**config.mk**
```make
export PLATFORM = sky130hd
export DESIGN_NAME = hw_event_arbiter
export DESIGN_NICKNAME = d
export VERILOG_FILES = /design/src/rtl/hwarb_pkg.sv /design/src/rtl/hwarb_evmap.sv /design/src/rtl/hwarb_pending.sv /design/src/rtl/hwarb_select.sv /design/src/rtl/hw_event_arbiter.sv
export SDC_FILE = /design/constraint.sdc
export NUM_CORES = 1
export LEC_CHECK = 0
export BUFFER_PORTS_ARGS = -buffer_cell sky130_fd_sc_hd__buf_2
export CORE_MARGIN = 5
export CORE_UTILIZATION = 30
export CTS_BUF_LIST = sky130_fd_sc_hd__clkbuf_8
export CTS_CLUSTER_SIZE = 10
export DETAILED_ROUTE_END_ITERATION = 10
export GPL_TIMING_DRIVEN = 0
export PLACE_DENSITY = 0.76
export REMOVE_ABC_BUFFERS = 1
export SYNTH_ARGS = -nofsm -noshare
export SYNTH_HDL_FRONTEND = slang
export SYNTH_SLANG_ARGS = --single-unit
```
**constraint.sdc**
```tcl
create_clock -name clk -period 1.4 [get_ports clk]
set_clock_uncertainty 0.1 [all_clocks]
set_input_delay 0.28 -clock clk [delete_from_list [all_inputs] [get_ports clk]]
set_output_delay 0.28 -clock clk [all_outputs]
set_load 0.02 [all_outputs]
```
**src/rtl/hwarb_pkg.sv**
```systemverilog
`timescale 1ns/1ps
package hwarb_pkg;
    localparam int NSRC   = 9;
    localparam int CODE_W = 4;
    localparam int EVT_W  = 3;
    localparam int NTIER2 = 6;

    typedef enum logic [CODE_W-1:0] {
        SLOT_CRIT = 4'd0, SLOT_MCHK = 4'd1, SLOT_EXT  = 4'd2,
        SLOT_DEC  = 4'd3, SLOT_HDEC = 4'd4, SLOT_PIT  = 4'd5,
        SLOT_FIT  = 4'd6, SLOT_WDOG = 4'd7, SLOT_DBG  = 4'd8
    } slot_e;

    typedef enum logic [EVT_W-1:0] {
        EV_IRQ = 3'd0, EV_CRIT = 3'd1, EV_MCHK = 3'd2,
        EV_DBG = 3'd3, EV_CORE_RST = 3'd4
    } evt_e;

    typedef struct packed {
        logic              valid;
        logic [CODE_W-1:0] code;
    } grant_t;

    function automatic logic [NSRC-1:0] slot_bit(input logic [CODE_W-1:0] s);
        return {{(NSRC-1){1'b0}}, 1'b1} << s;
    endfunction
endpackage

```
**src/rtl/hwarb_evmap.sv**
```systemverilog
`timescale 1ns/1ps
module hwarb_evmap
    import hwarb_pkg::*;
(
    input  logic             evt_valid,
    input  logic [EVT_W-1:0] evt_code,
    input  logic             evt_level,
    output logic [NSRC-1:0]  evt_set,
    output logic [NSRC-1:0]  evt_clr,
    output logic             core_rst
);
    logic [NSRC-1:0] hit;

    always_comb begin
        hit      = '0;
        core_rst = 1'b0;
        if (evt_valid) begin
            case (evt_code)
                EV_IRQ:      hit = slot_bit(SLOT_EXT);
                EV_CRIT:     hit = slot_bit(SLOT_CRIT);
                EV_MCHK:     hit = slot_bit(SLOT_MCHK);
                EV_DBG:      hit = slot_bit(SLOT_DBG);
                EV_CORE_RST: core_rst = evt_level;
                default:     hit = '0;
            endcase
        end
        evt_set = evt_level ? hit : '0;
        evt_clr = evt_level ? '0 : hit;
    end
endmodule

```
**src/rtl/hwarb_pending.sv**
```systemverilog
`timescale 1ns/1ps
module hwarb_pending
    import hwarb_pkg::*;
(
    input  logic            clk,
    input  logic            rst,
    input  logic [NSRC-1:0] set_v,
    input  logic [NSRC-1:0] clr_v,
    input  logic [NSRC-1:0] take_clr,
    output logic [NSRC-1:0] pend
);
    logic [NSRC-1:0] pend_d;

    // the take clear goes first, then clears, then sets, so a new level survives
    always_comb pend_d = ((pend & ~take_clr) & ~clr_v) | set_v;

    always_ff @(posedge clk) begin
        if (rst) pend <= '0;
        else     pend <= pend_d;
    end
endmodule

```
**src/rtl/hwarb_select.sv**
```systemverilog
`timescale 1ns/1ps
module hwarb_select
    import hwarb_pkg::*;
#(
    parameter bit HYP_EN = 1'b1
) (
    input  logic            take,
    input  logic [NSRC-1:0] pend,
    input  logic            mc_en,
    input  logic            ext_en,
    output grant_t          grant
);
    localparam logic [CODE_W-1:0] ORDER [NTIER2] =
        '{SLOT_HDEC, SLOT_DEC, SLOT_PIT, SLOT_FIT, SLOT_WDOG, SLOT_EXT};

    logic [NSRC-1:0] elig;

    generate
        if (HYP_EN) begin : g_hyp
            assign elig = pend;
        end else begin : g_nohyp
            assign elig = pend & ~slot_bit(SLOT_HDEC);
        end
    endgenerate

    always_comb begin
        grant = '0;
        if (take) begin
            if (pend[SLOT_CRIT]) begin
                grant = '{valid: 1'b1, code: SLOT_CRIT};
            end else if (mc_en && pend[SLOT_MCHK]) begin
                grant = '{valid: 1'b1, code: SLOT_MCHK};
            end else if (ext_en) begin
                for (int i = 0; i < NTIER2; i++) begin
                    if (!grant.valid && elig[ORDER[i]]) begin
                        grant.valid = 1'b1;
                        grant.code  = ORDER[i];
                    end
                end
            end
        end
    end
endmodule

```
**src/rtl/hw_event_arbiter.sv**
```systemverilog
`timescale 1ns/1ps
module hw_event_arbiter
    import hwarb_pkg::*;
#(
    parameter bit HYP_EN = 1'b1,
    parameter int ERR_W  = 8
) (
    input  logic              clk,
    input  logic              rst,
    input  logic [NSRC-1:0]   src_set,
    input  logic [NSRC-1:0]   src_clr,
    input  logic              evt_valid,
    input  logic [EVT_W-1:0]  evt_code,
    input  logic              evt_level,
    input  logic              mc_enable,
    input  logic              ext_enable,
    input  logic              take,
    input  logic              halt_req,
    output logic              take_valid,
    output logic [CODE_W-1:0] take_code,
    output logic [ERR_W-1:0]  err_code,
    output logic [NSRC-1:0]   pending,
    output logic              irq_req,
    output logic              halted,
    output logic              sys_reset_req
);
    logic [NSRC-1:0] evt_set, evt_clr, take_clr;
    logic            core_rst;
    grant_t          grant;

    hwarb_evmap u_evmap (
        .evt_valid (evt_valid), .evt_code (evt_code), .evt_level (evt_level),
        .evt_set   (evt_set),   .evt_clr  (evt_clr),  .core_rst  (core_rst)
    );

    hwarb_select #(.HYP_EN(HYP_EN)) u_select (
        .take (take), .pend (pending), .mc_en (mc_enable),
        .ext_en (ext_enable), .grant (grant)
    );

    assign take_clr = grant.valid ? slot_bit(grant.code) : '0;

    hwarb_pending u_pending (
        .clk (clk), .rst (rst),
        .set_v (src_set | evt_set), .clr_v (src_clr | evt_clr),
        .take_clr (take_clr), .pend (pending)
    );

    assign take_valid = grant.valid;
    assign take_code  = grant.code;
    assign err_code   = '0;
    assign irq_req    = |pending;

    always_ff @(posedge clk) begin
        if (rst) begin
            halted        <= 1'b0;
            sys_reset_req <= 1'b0;
        end else begin
            sys_reset_req <= core_rst;
            if (halted) halted <= !(ext_enable && irq_req);
            else        halted <= halt_req;
        end
    end
endmodule

```
==> results of run 1 <==
-- routing by layer --
metal | vias up | GRT usage
met4 | 0 | 0.0680
met5 | - | 0
met3 | 7 | 0.0392
li1 | 428 | -
met1 | 404 | 0.152
met2 | 36 | 0.238
-- worst reg2reg max path, stage by stage, from the launching register on --
cell      delay (ns)
dfxtp_4         0.37
nor3_4          0.19
nand2_2         0.08
or4_4           0.43
buf_4           0.15
a311oi_2        0.18
-- metrics by stage --
step           instances  TNS (ns)
2_1_floorplan         92     -1.00
3_5_place_dp         164     -1.19
3_3_place_gp         164    -0.980
5_1_grt              179     -2.16
4_1_cts              178     -1.54
6_report             179     -1.77
-- worst max path at each step --
stage | endpoint | slack [ns] | start | cells past startpoint
after global routing | irq_req | -0.47 | u_pending.pend[4] | 4
after detailed placement | irq_req | -0.29 | u_pending.pend[3] | 4
final | irq_req | -0.44 | u_pending.pend[4] | 4
after global placement | irq_req | -0.28 | u_pending.pend[3] | 4
after floorplan | take_code[0] | -0.31 | u_pending.pend[3] | 3
after CTS | irq_req | -0.45 | u_pending.pend[3] | 4
-- area by class of cell --
cell class / count / share of cell area
Timing Repair Buffer: 55 / 0.280
Tap cell: 28 / 0.0291
Clock inverter: 1 / 0.00312
Clock buffer: 3 / 0.0343
Multi-Input combinational cell: 72 / 0.424
Inverter: 9 / 0.0302
Sequential cell: 11 / 0.200
-- cell families after synthesis --
group / Yosys count / synth area share
DFF: 11 / 0.305
AOI/OAI and AO/OA: 23 / 0.215
other: 1 / 0.00519
buffers and inverters: 20 / 0.161
and+or+nand+nor: 40 / 0.314
-- synth_stat cells, drive strengths merged --
library cell	number
nor2	14
dfxtp	11
buf	10
inv	9
a21oi	8
a31oi	5
nand2	4
nand2b	4
nor2b	4
a311oi	3
nand3	3
nor3	3
nand4	2
nor3b	2
o21ai	2
or4	2
a2111o	1
a211oi	1
a21boi	1
a221oi	1
and3b	1
clkbuf	1
conb	1
nand3b	1
o22ai	1
-- report_power, final --
group / switching (W) / total [W] / internal (W)
Combinational: 0.000176 / 0.000328 / 0.000152
Clock: 0.000125 / 0.000318 / 0.000193
Sequential: 0.0000347 / 0.000367 / 0.000333
-- state kept, by name, summed over array words and instances (netlist names) --
name / flops
halted: 1
sys_reset_req: 1
u_pending.pend: 9
-- timing repair --
item                                    CTS  global route
setup buffers                            10             5
gates resized for setup                  30            20
endpoints found under the hold margin     0             0
pin swaps                                 6             8
endpoints found under the setup margin    7            10
==> results.json, run 1 <==
{
  "ys_seq_elements": 11,
  "holdWs_ns": 0.137,
  "drt_iter0_drc": 17,
  "vias": 875,
  "arrival_ns": 1.46,
  "top_layer": "met4",
  "holdBufCountCts": 0,
  "ys_warn_count": 0,
  "setup_slack_ns": -0.435,
  "finalPower_w": 0.00101,
  "status": "finished, violations left",
  "dp_hpwl_um": 1710,
  "critical_path_required_ns": 1.02,
  "rsz0062_at_grt": "yes",
  "hold_path_end": "sys_reset_req",
  "track_usage": 0.137,
  "grt_pass1_wl_um": 3610,
  "startpoint_type": "flop",
  "crit_chain": "nor3_4 > nand2_2 > or4_4 > buf_6",
  "cts.htree.levels": 1,
  "drc_errors": 0,
  "final_common_cell": "buf_2",
  "yosysTopAreaCell": "dfxtp_1",
  "dp_slack_ns": -0.294,
  "cts_root_buf": "clkbuf_8",
  "clk_latency_ns": 0.24,
  "vias_per_cell": 4.89,
  "synth_seq_area_share": 0.305,
  "wirelength_met1_um": 941,
  "layout-drive-gt1-share": 0.563,
  "cts_tree": "built",
  "min_path_cells": 2,
  "hold_viol": 0,
  "setup_viol_count_final": 7,
  "violations": "negative setup slack",
  "first_global_vias": 827,
  "cp_top_family": "simple AND/OR/NAND/NOR gates",
  "n_fill_cell": 224,
  "final_nets": 181,
  "ant_nets": 0,
  "die_area_um2": 3490,
  "antenna_found_initial": 0,
  "reg2reg_from": "u_pending.pend[4]",
  "finish.instance_area_um2": 1200,
  "start_util": 0.320,
  "clkTransAtPathRegs_ns": 0.05,
  "dieHeight_um": 59.1,
  "gp_congestion": 0.803,
  "avgSynthCellArea_um2": 7.60,
  "worst-setup-path-type": "reg -> out",
  "synth_cell_types": 30,
  "fin_crit_sh": 1.31,
  "postPlaceCellArea_um2": 925,
  "wire_per_inst_um": 13.6,
  "drv_cap": 0,
  "core_um2": 2250,
  "regArea_um2": 240,
  "critPathMaxFanout": 6,
  "diodes": 0,
  "cp-end-kind": "output pin",
  "grt_overflow": 0,
  "io_pins": 54,
  "multi_input_area_um2": 509,
  "min_from": "evt_code[0]",
  "max_freq_ghz": 0.545,
  "clock_sinks": 11,
  "irDropWorstVdd_mv": 0.578,
  "dr_wl_met3_um": 198,
  "r2r_slack_ns": -0.18,
  "slowest_delay_ns": 0.43,
  "hold_class": "in -> reg",
  "wl_met2_um": 1230,
  "final_cell_mix": "buf_2, nor2_1, buf_4",
  "synth_top_area_share": 0.305,
  "r2r_cells": 5,
  "cpMaxStageDelayCell": "or4_4",
  "clockBufferDepth": 2,
  "first_pass_iters": 4,
  "synthesis.instances": 95,
  "cp.buffers_inverters": 1,
  "num_rows": 17,
  "area_delta_synth_final_pct": 66.6,
  "fin_util": 0.533,
  "wirelength_um": 2430,
  "slew_viol_final": 0,
  "p_per_area_nw_per_um2": 843,
  "grt_max_degree": 13,
  "synth_area_leaders": "dfxtp_1, buf_4, nor2_1",
  "cts-buffers-inserted": 3,
  "rr_endpoint": "halted",
  "die_w_um": 59.1,
  "total_leakage_power_nw": 0.586,
  "port_buffers": 44,
  "syn_area_um2": 722,
  "fin_crit_ns": 1.84
}
Power figures use the tool's default switching activity.
==> run 2: changes to the inputs <==
PLACE_DENSITY = 0.74   (was 0.76)
clock period = 1.75 ns   (was 1.4 ns; I/O delays follow)
==> run 2 against run 1 <==
Compared with the run above:
- the run still ends with negative setup slack left
- count of clock-buffer cells in the layout unchanged
- cell count down 1.7%
- sequential power down 20%
- non-clock buffer count down 3
- total power down 24%
- flip-flop and latch count unchanged
- worst setup slack better by 0.29 ns
- via count down 7.1%
- highest routed layer unchanged
==> results.json, run 2 (synthesized netlist as in run 1, its figures left out) <==
{
  "status": "finished, violations left",
  "violations": "negative setup slack",
  "place_inst": 164,
  "layout-drive-gt1-share": 0.486,
  "finish.instance_area_um2": 1100,
  "core_um2": 2250,
  "ant_nets": 0,
  "hold_class": "in -> reg",
  "first_global_vias": 808,
  "postPlaceCellArea_um2": 925,
  "largestRegisters": "u_pending.pend: 9 flops, halted: 1 flops, sys_reset_req: 1 flops",
  "first_pass_iters": 4,
  "clkTransAtPathRegs_ns": 0.05,
  "final_common_cell": "buf_2",
  "n_fill_cell": 229,
  "dp_hpwl_um": 1640,
  "cp-end-kind": "output pin",
  "max_freq_ghz": 0.527,
  "largest_reg_flops": 9,
  "fin_crit_ns": 1.90,
  "num_rows": 17,
  "drv_cap": 0,
  "antenna_found_initial": 0,
  "grt_overflow": 0,
  "critical_path_required_ns": 1.30,
  "total_leakage_power_nw": 0.547,
  "cts.htree.levels": 1,
  "dieHeight_um": 59.1,
  "multi_input_area_um2": 458,
  "wirelength_um": 2220,
  "vias_per_cell": 4.62,
  "port_buffers": 44,
  "relSlewSlack": 0.645,
  "hold_viol": 0,
  "drt_iter0_drc": 9,
  "diodes": 0,
  "largest_register": "u_pending.pend",
  "cpMaxStageDelayCell": "or4_4",
  "vias": 813,
  "fin_crit_sh": 1.09,
  "clockBufferDepth": 2,
  "slew_viol_final": 0,
  "track_usage": 0.125,
  "rsz0062_at_grt": "yes",
  "critPathMaxFanout": 3,
  "io_pins": 54,
  "cts_root_buf": "clkbuf_8",
  "area_delta_synth_final_pct": 52.7,
  "tightestPinTransition_ns": 0.532,
  "clock_sinks": 11,
  "p_per_area_nw_per_um2": 696,
  "r2r_slack_ns": 0.17,
  "setup_slack_ns": -0.149,
  "arrival_ns": 1.45,
  "die_w_um": 59.1,
  "cts_tree": "built",
  "grt_pass1_wl_um": 3390,
  "irDropWorstVdd_mv": 0.530,
  "final_cell_mix": "buf_2, nor2_1, inv_1",
  "die_area_um2": 3490,
  "gp_congestion": 0.799,
  "clk_latency_ns": 0.24,
  "final_nets": 178,
  "rr_endpoint": "u_pending.pend[2]",
  "worst-setup-path-type": "reg -> out",
  "setup_viol_count_final": 3,
  "wire_per_inst_um": 12.6,
  "fin_cells": 176,
  "start_util": 0.320,
  "r2r_cells": 5,
  "cp-startpoint": "u_pending.pend[7]",
  "reg2reg_from": "u_pending.pend[3]",
  "drc_errors": 0,
  "startpoint_type": "flop",
  "slowest_delay_ns": 0.43,
  "endpoint": "irq_req",
  "cts-buffers-inserted": 3,
  "grt_max_degree": 13,
  "crit_chain": "nor3_4 > nand2_1 > or4_4 > buf_6",
  "regArea_um2": 235
}
==> run 2: metrics by stage <==
stage | util | setup TNS [ns] | power (W) | hold WS [ns] | setup slack [ns]
2_1_floorplan | - | -0.0335 | 0.000404 | 0.318 | -0.0335
3_3_place_gp | 0.410 | -0.00217 | 0.000477 | 0.385 | -0.00217
3_5_place_dp | 0.410 | -0.0106 | 0.000481 | 0.390 | -0.0106
4_1_cts | 0.463 | -0.223 | 0.000752 | 0.197 | -0.145
5_1_grt | 0.489 | -0.485 | 0.000808 | 0.210 | -0.207
6_report | 0.489 | -0.286 | 0.000767 | 0.202 | -0.149
==> run 2: worst min path at each step <==
stage	from	to	cells after the start
finish	evt_code[0]	sys_reset_req	2
global route	evt_code[0]	sys_reset_req	2
CTS	evt_code[0]	sys_reset_req	2
detailed placement	halted	halted	1
global placement	halted	halted	1
floorplan	rst	halted	1
==> run 2: timing repair <==
action / CTS / global route
pin swaps: 2 / 5
cloned: 0 / 0
setup buffers: 5 / 3
gates resized for setup: 14 / 11
setup endpoints to repair: 5 / 4
hold buffers: 0 / 0
==> run 2: power by group <==
group | total (W) | leakage (nW) | switching, W | internal [W]
clock | 0.000248 | 0.0269 | 0.0000939 | 0.000154
combinational | 0.000228 | 0.426 | 0.000128 | 0.0000998
sequential | 0.000292 | 0.0940 | 0.0000239 | 0.000268
total | 0.000767 | 0.547 | 0.000246 | 0.000521
==> run 2: routing by layer <==
layer / GRT usage / vias to the layer above / wire (um)
met5: 0 / - / 0
met4: 0.0291 / 0 / 12
met3: 0.0327 / 2 / 143
met2: 0.216 / 28 / 1140
met1: 0.153 / 359 / 925
li1: - / 424 / -
==> run 2: final cells by class <==
| cell class | instances | area share |
|---|---|---|
| Inverter | 9 | 0.0306 |
| Sequential cell | 11 | 0.213 |
| Clock inverter | 1 | 0.00341 |
| Multi-Input combinational cell | 72 | 0.415 |
| Clock buffer | 3 | 0.0375 |
| Tap cell | 28 | 0.0318 |
| Timing Repair Buffer | 52 | 0.268 |
==> run 2: critical path: cells and delay by family (launching register included) <==
family | cells | cell delay, ns
and+or+nand+nor | 3 | 0.71
DFF | 1 | 0.35
buffers and inverters | 1 | 0.15
